[config.mk]
export PLATFORM = sky130hd
export DESIGN_NAME = cbf_framer
export DESIGN_NICKNAME = d
export VERILOG_FILES = /design/src/rtl/cbf_pkg.sv /design/src/rtl/cbf_prbs.sv /design/src/rtl/cbf_marker.sv /design/src/rtl/cbf_ctrl.sv /design/src/rtl/cbf_framer.sv
export SDC_FILE = /design/constraint.sdc
export NUM_CORES = 1
export LEC_CHECK = 0
export BUFFER_PORTS_ARGS = -buffer_cell sky130_fd_sc_hd__buf_4
export CAP_MARGIN = 25
export CORE_UTILIZATION = 54
export CTS_BUF_LIST = sky130_fd_sc_hd__clkbuf_16
export DETAILED_ROUTE_END_ITERATION = 8
export GPL_ROUTABILITY_DRIVEN = 0
export MAX_ROUTING_LAYER = met4
export PLACE_DENSITY = 0.78
export SLEW_MARGIN = 30
export SYNTH_ARGS = -nofsm -noshare
export SYNTH_HDL_FRONTEND = slang
export SYNTH_SLANG_ARGS = --single-unit
[constraint.sdc]
create_clock -name clk -period 2.7 [get_ports clk]
set_input_delay 0.54 -clock clk [delete_from_list [all_inputs] [get_ports clk]]
set_output_delay 0.54 -clock clk [all_outputs]
set_load 0.01 [all_outputs]
[src/rtl/cbf_pkg.sv]
package cbf_pkg;
  typedef enum logic [1:0] {
    RATE_HALF    = 2'd0,
    RATE_THIRD   = 2'd1,
    RATE_QUARTER = 2'd2,
    RATE_SIXTH   = 2'd3
  } rate_e;

  localparam int SYNC_BASE = 32;
  localparam int MARK_MAX  = 6 * SYNC_BASE;
  localparam int MCNT_W    = $clog2(MARK_MAX);
  localparam int PRBS_W    = 8;
  localparam logic [PRBS_W-1:0] PRBS_TAPS = 8'hA9;  // bits 7,5,3,0
  localparam logic [PRBS_W-1:0] PRBS_SEED = '1;

  localparam logic [63:0] SYNC_HALF  = 64'h034776C7_272895B0;
  localparam logic [95:0] SYNC_THIRD = 96'h25D5C0CE_8990F6C9_461BF79C;

  function automatic int unsigned rate_mult(rate_e r);
    case (r)
      RATE_HALF:    return 2;
      RATE_THIRD:   return 3;
      RATE_QUARTER: return 4;
      default:      return 6;
    endcase
  endfunction

  function automatic logic [MCNT_W-1:0] mark_last_idx(rate_e r);
    return MCNT_W'(SYNC_BASE * rate_mult(r) - 1);
  endfunction

  // Longer markers are the shorter pattern followed by its complement.
  function automatic logic mark_bit(rate_e r, logic [MCNT_W-1:0] idx);
    case (r)
      RATE_HALF:  return SYNC_HALF[6'(MCNT_W'(63) - idx)];
      RATE_THIRD: return SYNC_THIRD[7'(MCNT_W'(95) - idx)];
      RATE_QUARTER:
        if (idx < MCNT_W'(64)) return SYNC_HALF[6'(MCNT_W'(63) - idx)];
        else                   return ~SYNC_HALF[6'(MCNT_W'(127) - idx)];
      default:
        if (idx < MCNT_W'(96)) return SYNC_THIRD[7'(MCNT_W'(95) - idx)];
        else                   return ~SYNC_THIRD[7'(MCNT_W'(191) - idx)];
    endcase
  endfunction
endpackage

[src/rtl/cbf_prbs.sv]
module cbf_prbs #(
  parameter int W = 8,
  parameter logic [W-1:0] TAPS = 8'hA9,
  parameter logic [W-1:0] SEED = '1
) (
  input  logic         clk,
  input  logic         rst_n,
  input  logic         seed,
  input  logic         step,
  output logic         pbit,
  output logic [W-1:0] state
);
  logic [W-1:0] win_q;

  // win_q[0] is the current sequence bit, win_q[W-1] the newest
  function automatic logic [W-1:0] advance(logic [W-1:0] w);
    return {^(w & TAPS), w[W-1:1]};
  endfunction

  always_ff @(posedge clk) begin
    if (!rst_n)     win_q <= SEED;
    else if (seed)  win_q <= SEED;
    else if (step)  win_q <= advance(win_q);
  end

  assign pbit  = win_q[0];
  assign state = win_q;
endmodule

[src/rtl/cbf_marker.sv]
module cbf_marker
  import cbf_pkg::*;
(
  input  logic  clk,
  input  logic  rst_n,
  input  logic  load,
  input  rate_e rate,
  output logic  busy,
  output logic  mbit,
  output logic  last
);
  logic [MCNT_W-1:0] cnt_q;
  logic              busy_q;

  assign busy = busy_q;
  assign last = busy_q && (cnt_q == mark_last_idx(rate));
  assign mbit = mark_bit(rate, cnt_q);

  always_ff @(posedge clk) begin
    if (!rst_n) begin
      busy_q <= 1'b0;
      cnt_q  <= '0;
    end else if (load) begin
      busy_q <= 1'b1;
      cnt_q  <= '0;
    end else if (busy_q) begin
      if (last) busy_q <= 1'b0;
      else      cnt_q  <= cnt_q + 1'b1;
    end
  end
endmodule

[src/rtl/cbf_ctrl.sv]
module cbf_ctrl
  import cbf_pkg::*;
(
  input  logic  clk,
  input  logic  rst_n,
  input  logic  sym_valid,
  input  logic  sym_start,
  input  rate_e rate_in,
  input  logic  rand_in,
  input  logic  bypass_in,
  input  logic  mark_last,
  output logic  sym_ready,
  output logic  accept,
  output logic  start_evt,
  output logic  mark_load,
  output rate_e cfg_rate,
  output logic  cfg_rand,
  output logic  cfg_bypass
);
  typedef enum logic [1:0] {ST_IDLE, ST_MARK, ST_DATA} st_e;

  st_e  st_q;
  logic head_q;   // next accepted symbol is the codeblock's first

  logic may_open;
  assign may_open  = (st_q == ST_IDLE) || ((st_q == ST_DATA) && !head_q);
  assign start_evt = sym_valid && sym_start && may_open;
  assign sym_ready = (st_q == ST_DATA) && (head_q || !sym_start);
  assign accept    = sym_valid && sym_ready;
  assign mark_load = start_evt && !bypass_in;

  always_ff @(posedge clk) begin
    if (!rst_n) begin
      st_q       <= ST_IDLE;
      head_q     <= 1'b0;
      cfg_rate   <= RATE_HALF;
      cfg_rand   <= 1'b0;
      cfg_bypass <= 1'b0;
    end else if (start_evt) begin
      cfg_rate   <= rate_in;
      cfg_rand   <= rand_in;
      cfg_bypass <= bypass_in;
      head_q     <= 1'b1;
      st_q       <= bypass_in ? ST_DATA : ST_MARK;
    end else begin
      if ((st_q == ST_MARK) && mark_last) st_q <= ST_DATA;
      if (accept) head_q <= 1'b0;
    end
  end
endmodule

[src/rtl/cbf_framer.sv]
module cbf_framer
  import cbf_pkg::*;
(
  input  logic       clk,
  input  logic       rst_n,
  input  logic       sym_in,
  input  logic       sym_valid,
  input  logic       sym_start,
  output logic       sym_ready,
  input  logic [1:0] rate_sel,
  input  logic       rand_en,
  input  logic       bypass,
  output logic       out_bit,
  output logic       out_valid
);
  // named internal events, also observed by the bound checker
  logic              accept;
  logic              start_evt;
  logic              mark_load;
  logic              mark_busy;
  logic              mark_bit_w;
  logic              mark_last;
  rate_e             cfg_rate;
  logic              cfg_rand;
  logic              cfg_bypass;
  logic              prbs_bit;
  logic [PRBS_W-1:0] prbs_state;
  logic              scramble;

  cbf_ctrl u_ctrl (
    .clk        (clk),
    .rst_n      (rst_n),
    .sym_valid  (sym_valid),
    .sym_start  (sym_start),
    .rate_in    (rate_e'(rate_sel)),
    .rand_in    (rand_en),
    .bypass_in  (bypass),
    .mark_last  (mark_last),
    .sym_ready  (sym_ready),
    .accept     (accept),
    .start_evt  (start_evt),
    .mark_load  (mark_load),
    .cfg_rate   (cfg_rate),
    .cfg_rand   (cfg_rand),
    .cfg_bypass (cfg_bypass)
  );

  cbf_marker u_marker (
    .clk   (clk),
    .rst_n (rst_n),
    .load  (mark_load),
    .rate  (cfg_rate),
    .busy  (mark_busy),
    .mbit  (mark_bit_w),
    .last  (mark_last)
  );

  cbf_prbs #(.W(PRBS_W), .TAPS(PRBS_TAPS), .SEED(PRBS_SEED)) u_prbs (
    .clk   (clk),
    .rst_n (rst_n),
    .seed  (start_evt),
    .step  (accept),
    .pbit  (prbs_bit),
    .state (prbs_state)
  );

  assign scramble = cfg_rand && !cfg_bypass && prbs_bit;

  always_ff @(posedge clk) begin
    if (!rst_n) begin
      out_valid <= 1'b0;
      out_bit   <= 1'b0;
    end else begin
      out_valid <= mark_busy || accept;
      out_bit   <= mark_busy ? mark_bit_w : (sym_in ^ scramble);
    end
  end
endmodule

==> metrics.cfg, run 1 <==
[synth]
syn_area_per_cell_um2=8.38
ys_async_sr_fraction_pct=0
synthTopCellsByCount=dfxtp_1 (26), nand2_1 (19), ha_1 (13), inv_1 (12), nor2_1 (12)
synth_area_leaders=dfxtp_1 (30%), ha_1 (9.3%), mux2i_1 (5.7%)
ys_types=52
synthFlopType=dfxtp_1
synth-seq-cells=26
yosysMostFrequentCell=dfxtp_1
yosys_warnings=0
synth_nets=231
syn_area_um2=1750
synth-edff-count=0
synth_cells=209
synth_top_cell_by_area=dfxtp_1
ys_seq_area_share_pct=29.7
netlist.area_leader.share_pct=29.7

[clock_tree]
cts_buffer_depth=2
root_buffer=clkbuf_16
postCtsHoldBufs=0
cts_tree=yes
clkTransAtPathRegs_ps=60
cts_resized=0
cts_sinks=26
cts_setup_buffers=0
clock_latency_ps=260
numCtsBuffers=3
htree_levels=1

[worst_setup_path]
cp.arrival_ps=2590
worstSetupEndpointType=flip-flop
critPathLaunchType=flip-flop
r2r_start=u_marker.cnt_q[0]
cp.required_ps=2850
crit_chain=inv_1, ha_1, a221o_1, or4_4, a32oi_1, o221ai_1, nor4_1
crit_start=u_marker.cnt_q[0]
crit_type=flip-flop to flip-flop
crit_path_top_delay_cell=or4_4
timing.rr.end=out_bit
slowest_delay_ps=520
worstPathMaxFanout=6
r2r_slack_ps=260
reg2reg_depth=7

[pwr]
power_switching_share_pct=20.3
p_sw_uw=187
p_comb_share_pct=9.8
pwr_density_cell_nw_per_um2=472
clkPwrFrac_pct=46.2
ir_worst_vdd_v=0.000411
seqPwrFrac_pct=44.1
power_leakage_uw=0.000789
internal_power_uw=733

[timing]
drv_slew=0
setup_tns_ps=0
skew_ps=2.19
period_share_pct=90.2
hold_viol_final=0
period_needed_ps=2440
setup_viol=0
rsz0062_at_grt=no
max_freq_ghz=0.410
tightestPinTransition_ps=542
slew_headroom_pct=63.6

[place]
hpwlAfterDp_mm=2.60
port_buffers=11
placed_area_um2=1840

[floorplanning]
die_area_um2=3470
fp.dieH_um=58.9
start_util_pct=57.3
fp.coreArea_um2=3050
row_count=20
io_pins=12
fp.dieW_um=58.9

[global_route]
antenna_found_initial=0
grt_pass1_wl_mm=6.00
grtUsageTotal_pct=23.1
grt_max_degree=19
grt_pass1_vias=1437
overflow=0

[final_layout]
syn2layout_area_growth_pct=11.4
diodes=0
fillCellCount=271
postLayoutCellArea_um2=1950
nets=235
final_layout_size_suffix_gt1_share_pct=11.3
post-route-util_pct=63.9

[routing]
vias=1515
wl_per_cell_um=13.7
dr.first_iter.drc_count=130
drc=0
first_pass_iters=4
routed_wirelength_mm=3.51
ant_nets=0
vias_per_cell=5.92

[min_path]
holdPathStages=2
min_from=u_ctrl.cfg_bypass
holdCritPathClass=flip-flop to flip-flop
whs_endpoint=u_ctrl.cfg_bypass

[job]
max_cap_viol_count=0

[run_status]
status=finished clean

==> per-stage QoR <==
stage	setup WS, ps	hold slack (ps)	std cells	total power, uW
CTS	277	462	256	926
detailed placement	288	452	252	502
global placement	401	440	252	498
finish	264	455	256	920
floorplan	142	424	209	473
global route	76.8	486	256	953
==> worst max-delay path by stage <==
stage | slack, ps | to | cells past startpoint
after floorplan | 140 | out_bit | 8
after detailed placement | 290 | out_bit | 7
after global routing | 80 | out_bit | 8
final | 260 | out_bit | 7
after global placement | 400 | out_bit | 7
after CTS | 280 | out_bit | 7
==> critical path: cells and delay by family (launching register included) <==
kind / cells / cell delay (ps)
simple gates: 2 / 840
compound gates: 3 / 700
fa+ha+maj: 1 / 380
flops: 1 / 320
buf+inv: 1 / 90
==> power by group through the flow <==
stage	registers (uW)	logic, uW	clock network [uW]
detailed placement	414	88.8	0
floorplan	411	62.4	0
finish	405	89.7	425
global placement	412	86.2	0
CTS	405	89.7	432
global route	406	100	446
==> cell families after synthesis <==
kind of cell	after synthesis	share of synthesized area (%)
AO/OA/AOI/OAI	47	20.2
flip-flops	26	29.7
XOR/XNOR	11	5.50
adder cells (fa/ha/maj)	13	9.29
buffers and inverters	28	6.79
AND/OR/NAND/NOR	74	22.8
multiplexers	10	5.72
==> cell type report <==
class	count	area, um2	area share (%)
tap	44	55.1	2.82
multi-input combinational	155	1110	57.0
sequential	26	520	26.7
clock inverter	1	30.0	1.54
timing repair buffer	15	113	5.78
clock buffer	3	75.1	3.85
inverter	12	45.0	2.31
==> registers in the layout, indices dropped and copies added, names as in the netlist <==
| signal | cells |
|---|---|
| u_ctrl.cfg_bypass | 1 |
| u_marker.cnt_q | 8 |
| u_marker.busy | 1 |
| u_ctrl.cfg_rand | 1 |
| u_ctrl.st_q | 2 |
| out_valid | 1 |
| u_ctrl.cfg_rate | 2 |
| u_prbs.state | 8 |
| u_ctrl.head_q | 1 |
| out_bit | 1 |
==> layout by cell type, fill, tap and decap left out, types with 2 or more instances in the layout <==
cell type | netlist | final
a2111oi_0 | 2 | 2
a211oi_1 | 3 | 3
a21boi_0 | 4 | 4
a21oi_1 | 5 | 5
a31oi_1 | 2 | 2
and2_1 | 3 | 3
buf_4 | 0 | 15
clkbuf_16 | 0 | 3
dfxtp_1 | 26 | 26
ha_1 | 13 | 13
inv_1 | 12 | 12
mux2i_1 | 10 | 10
nand2_1 | 19 | 19
nand3_1 | 9 | 9
nand3b_1 | 2 | 2
nand4_1 | 3 | 3
nor2_1 | 12 | 12
nor2b_1 | 9 | 9
nor3_1 | 3 | 3
nor3b_1 | 2 | 2
nor4_1 | 3 | 3
o2111ai_1 | 3 | 3
o211a_1 | 2 | 2
o211ai_1 | 4 | 4
o21a_1 | 2 | 2
o21ai_0 | 4 | 4
o22ai_1 | 2 | 2
o31ai_1 | 2 | 2
or3_1 | 2 | 2
xnor2_1 | 5 | 5
xor2_1 | 6 | 6
==> metal layers <==
metal	global-route usage (%)	part of all wire (%)	vias up	wire, um
met5	-	0	-	0
met4	12.6	2.8	0	98
met3	2.42	3.3	17	117
met2	37.7	49	45	1710
met1	27.9	45	694	1590
li1	-	-	759	-
No activity file was read; power rests on OpenSTA's default activity.
==> run 2: changes to the inputs <==
- PLACE_DENSITY: 0.78 -> default
- PLACE_DENSITY_LB_ADDON: default -> 0.12
- SYNTH_HIERARCHICAL: default -> 1
==> metrics.cfg, run 2 <==
[run_status]
status=finished clean

[min_path]
min_from=u_ctrl/cfg_bypass
holdCritPathClass=flip-flop to flip-flop

[global_route]
antenna_found_initial=0
grt_pass1_vias=1392
overflow=0
grt_pass1_wl_mm=6.31
grtUsageTotal_pct=24.1
grt_max_degree=24

[worst_setup_path]
cp.arrival_ps=2490
r2r_start=u_marker/cnt_q[3]
crit_start=u_marker/cnt_q[3]
critPathLaunchType=flip-flop
worstPathMaxFanout=14
worstSetupEndpointType=flip-flop
crit_type=flip-flop to flip-flop
cp.required_ps=2850

[floorplanning]
fp.dieH_um=59.9
fp.coreArea_um2=3130
io_pins=12
start_util_pct=57.9
row_count=20
fp.dieW_um=59.9
die_area_um2=3590

[timing]
tightestPinTransition_ps=736
setup_viol=0
hold_viol_final=0
period_needed_ps=2340
hold-worst-slack_ps=458
layout_setup_ws_ps=362
skew_ps=6.04
period_share_pct=86.6
slew_headroom_pct=50.9
rsz0062_at_grt=no
drv_slew=0
setup_tns_ps=0
max_freq_ghz=0.428

[final_layout]
postLayoutCellArea_um2=1990
layout_commonest_cell=dfxtp_1
final_layout_size_suffix_gt1_share_pct=13.1
final_cell_mix=dfxtp_1 (26), nand2_1 (22), nor2_1 (16), buf_4 (15), mux2i_1 (14)
diodes=0
nets=235
syn2layout_area_growth_pct=9.67

[pwr]
p_comb_share_pct=10.4
internal_power_uw=734
seqPwrFrac_pct=43.4
p_sw_uw=198
ir_worst_vdd_v=0.000436
power_leakage_uw=0.000790
clkPwrFrac_pct=46.2
power_switching_share_pct=21.3
pwr_density_cell_nw_per_um2=469

[clock_tree]
cts_tree=yes
cts_setup_buffers=0
htree_levels=1
clock_latency_ps=260
clkTransAtPathRegs_ps=70
numCtsBuffers=3
postCtsHoldBufs=0
cts_resized=0
root_buffer=clkbuf_16
cts_buffer_depth=2
cts_sinks=26

[synth]
yosys_warnings=6
synth_cells=209
syn_area_um2=1810
synth_nets=230
syn_area_per_cell_um2=8.67

[routing]
ant_nets=0
first_pass_iters=4
vias_per_cell=5.67
dr.first_iter.drc_count=84
wl_per_cell_um=14.4
vias=1457
routed_wirelength_mm=3.71
drc=0

[place]
hpwlAfterDp_mm=2.79
placed_area_um2=1880
port_buffers=11
pre_cts_slack_ps=390

[job]
max_cap_viol_count=0

## run 2: changes by cell type in the layout (fill, tap and decap cells not counted), sizes merged, moves of 3 or more
cell | before | now
o211ai | 4 | 1
nor2b | 10 | 6
a21boi | 4 | 0
nand3 | 9 | 3
nor4 | 3 | 0
nand2b | 0 | 5
nand2 | 19 | 23
mux2i | 10 | 14
nor2 | 12 | 16
## run 2: final timing paths
kind,endpoint,slack (ps),cells after the start
hold / removal,u_ctrl/cfg_bypass,460,2
setup / recovery,out_bit,360,9
setup reg to reg,out_bit,360,9
hold reg to reg,u_ctrl/cfg_bypass,460,2
## run 2: critical path, stage by stage, from the launching register on
cell and delay [ps]:
dfxtp_1 610, buf_4 230, mux2i_1 210, a21oi_1 100
o211ai_1 300, mux2i_1 270, a31oi_1 110, o21a_1 180
o21ai_0 150, a21oi_1 50
## run 2: layout make-up
type	count	area [um2]
clock buffers	3	75.1
clock inverters	1	30.0
fillers	276	1140
inverters	11	41.3
multi-input cells	157	1150
flip-flops and latches	26	520
well taps	44	55.1
repair buffers	15	113
## run 2: power groups by stage
stage	clock network (uW)	logic, uW	registers, uW
global route	452	108	406
detailed placement	0	96.7	413
CTS	437	97.2	405
floorplan	0	67.7	412
finish	431	97.1	404
global placement	0	92.7	413
## run 2: metal layers
layer / vias to the layer above / share of wire [%] / global-route usage (%)
met5: - / 0 / -
met4: 0 / 1.4 / 6.98
met3: 5 / 3.0 / 4.11
met2: 25 / 52 / 42.2
met1: 689 / 44 / 28.1
li1: 738 / - / -
## run 2: per-stage QoR
stage	total power (uW)	instances	utilization (%)
4_1_cts	939	257	63.5
3_5_place_dp	510	253	60.2
3_3_place_gp	505	253	60.2
5_1_grt	966	257	63.5
6_report	933	257	63.5
2_1_floorplan	480	209	-
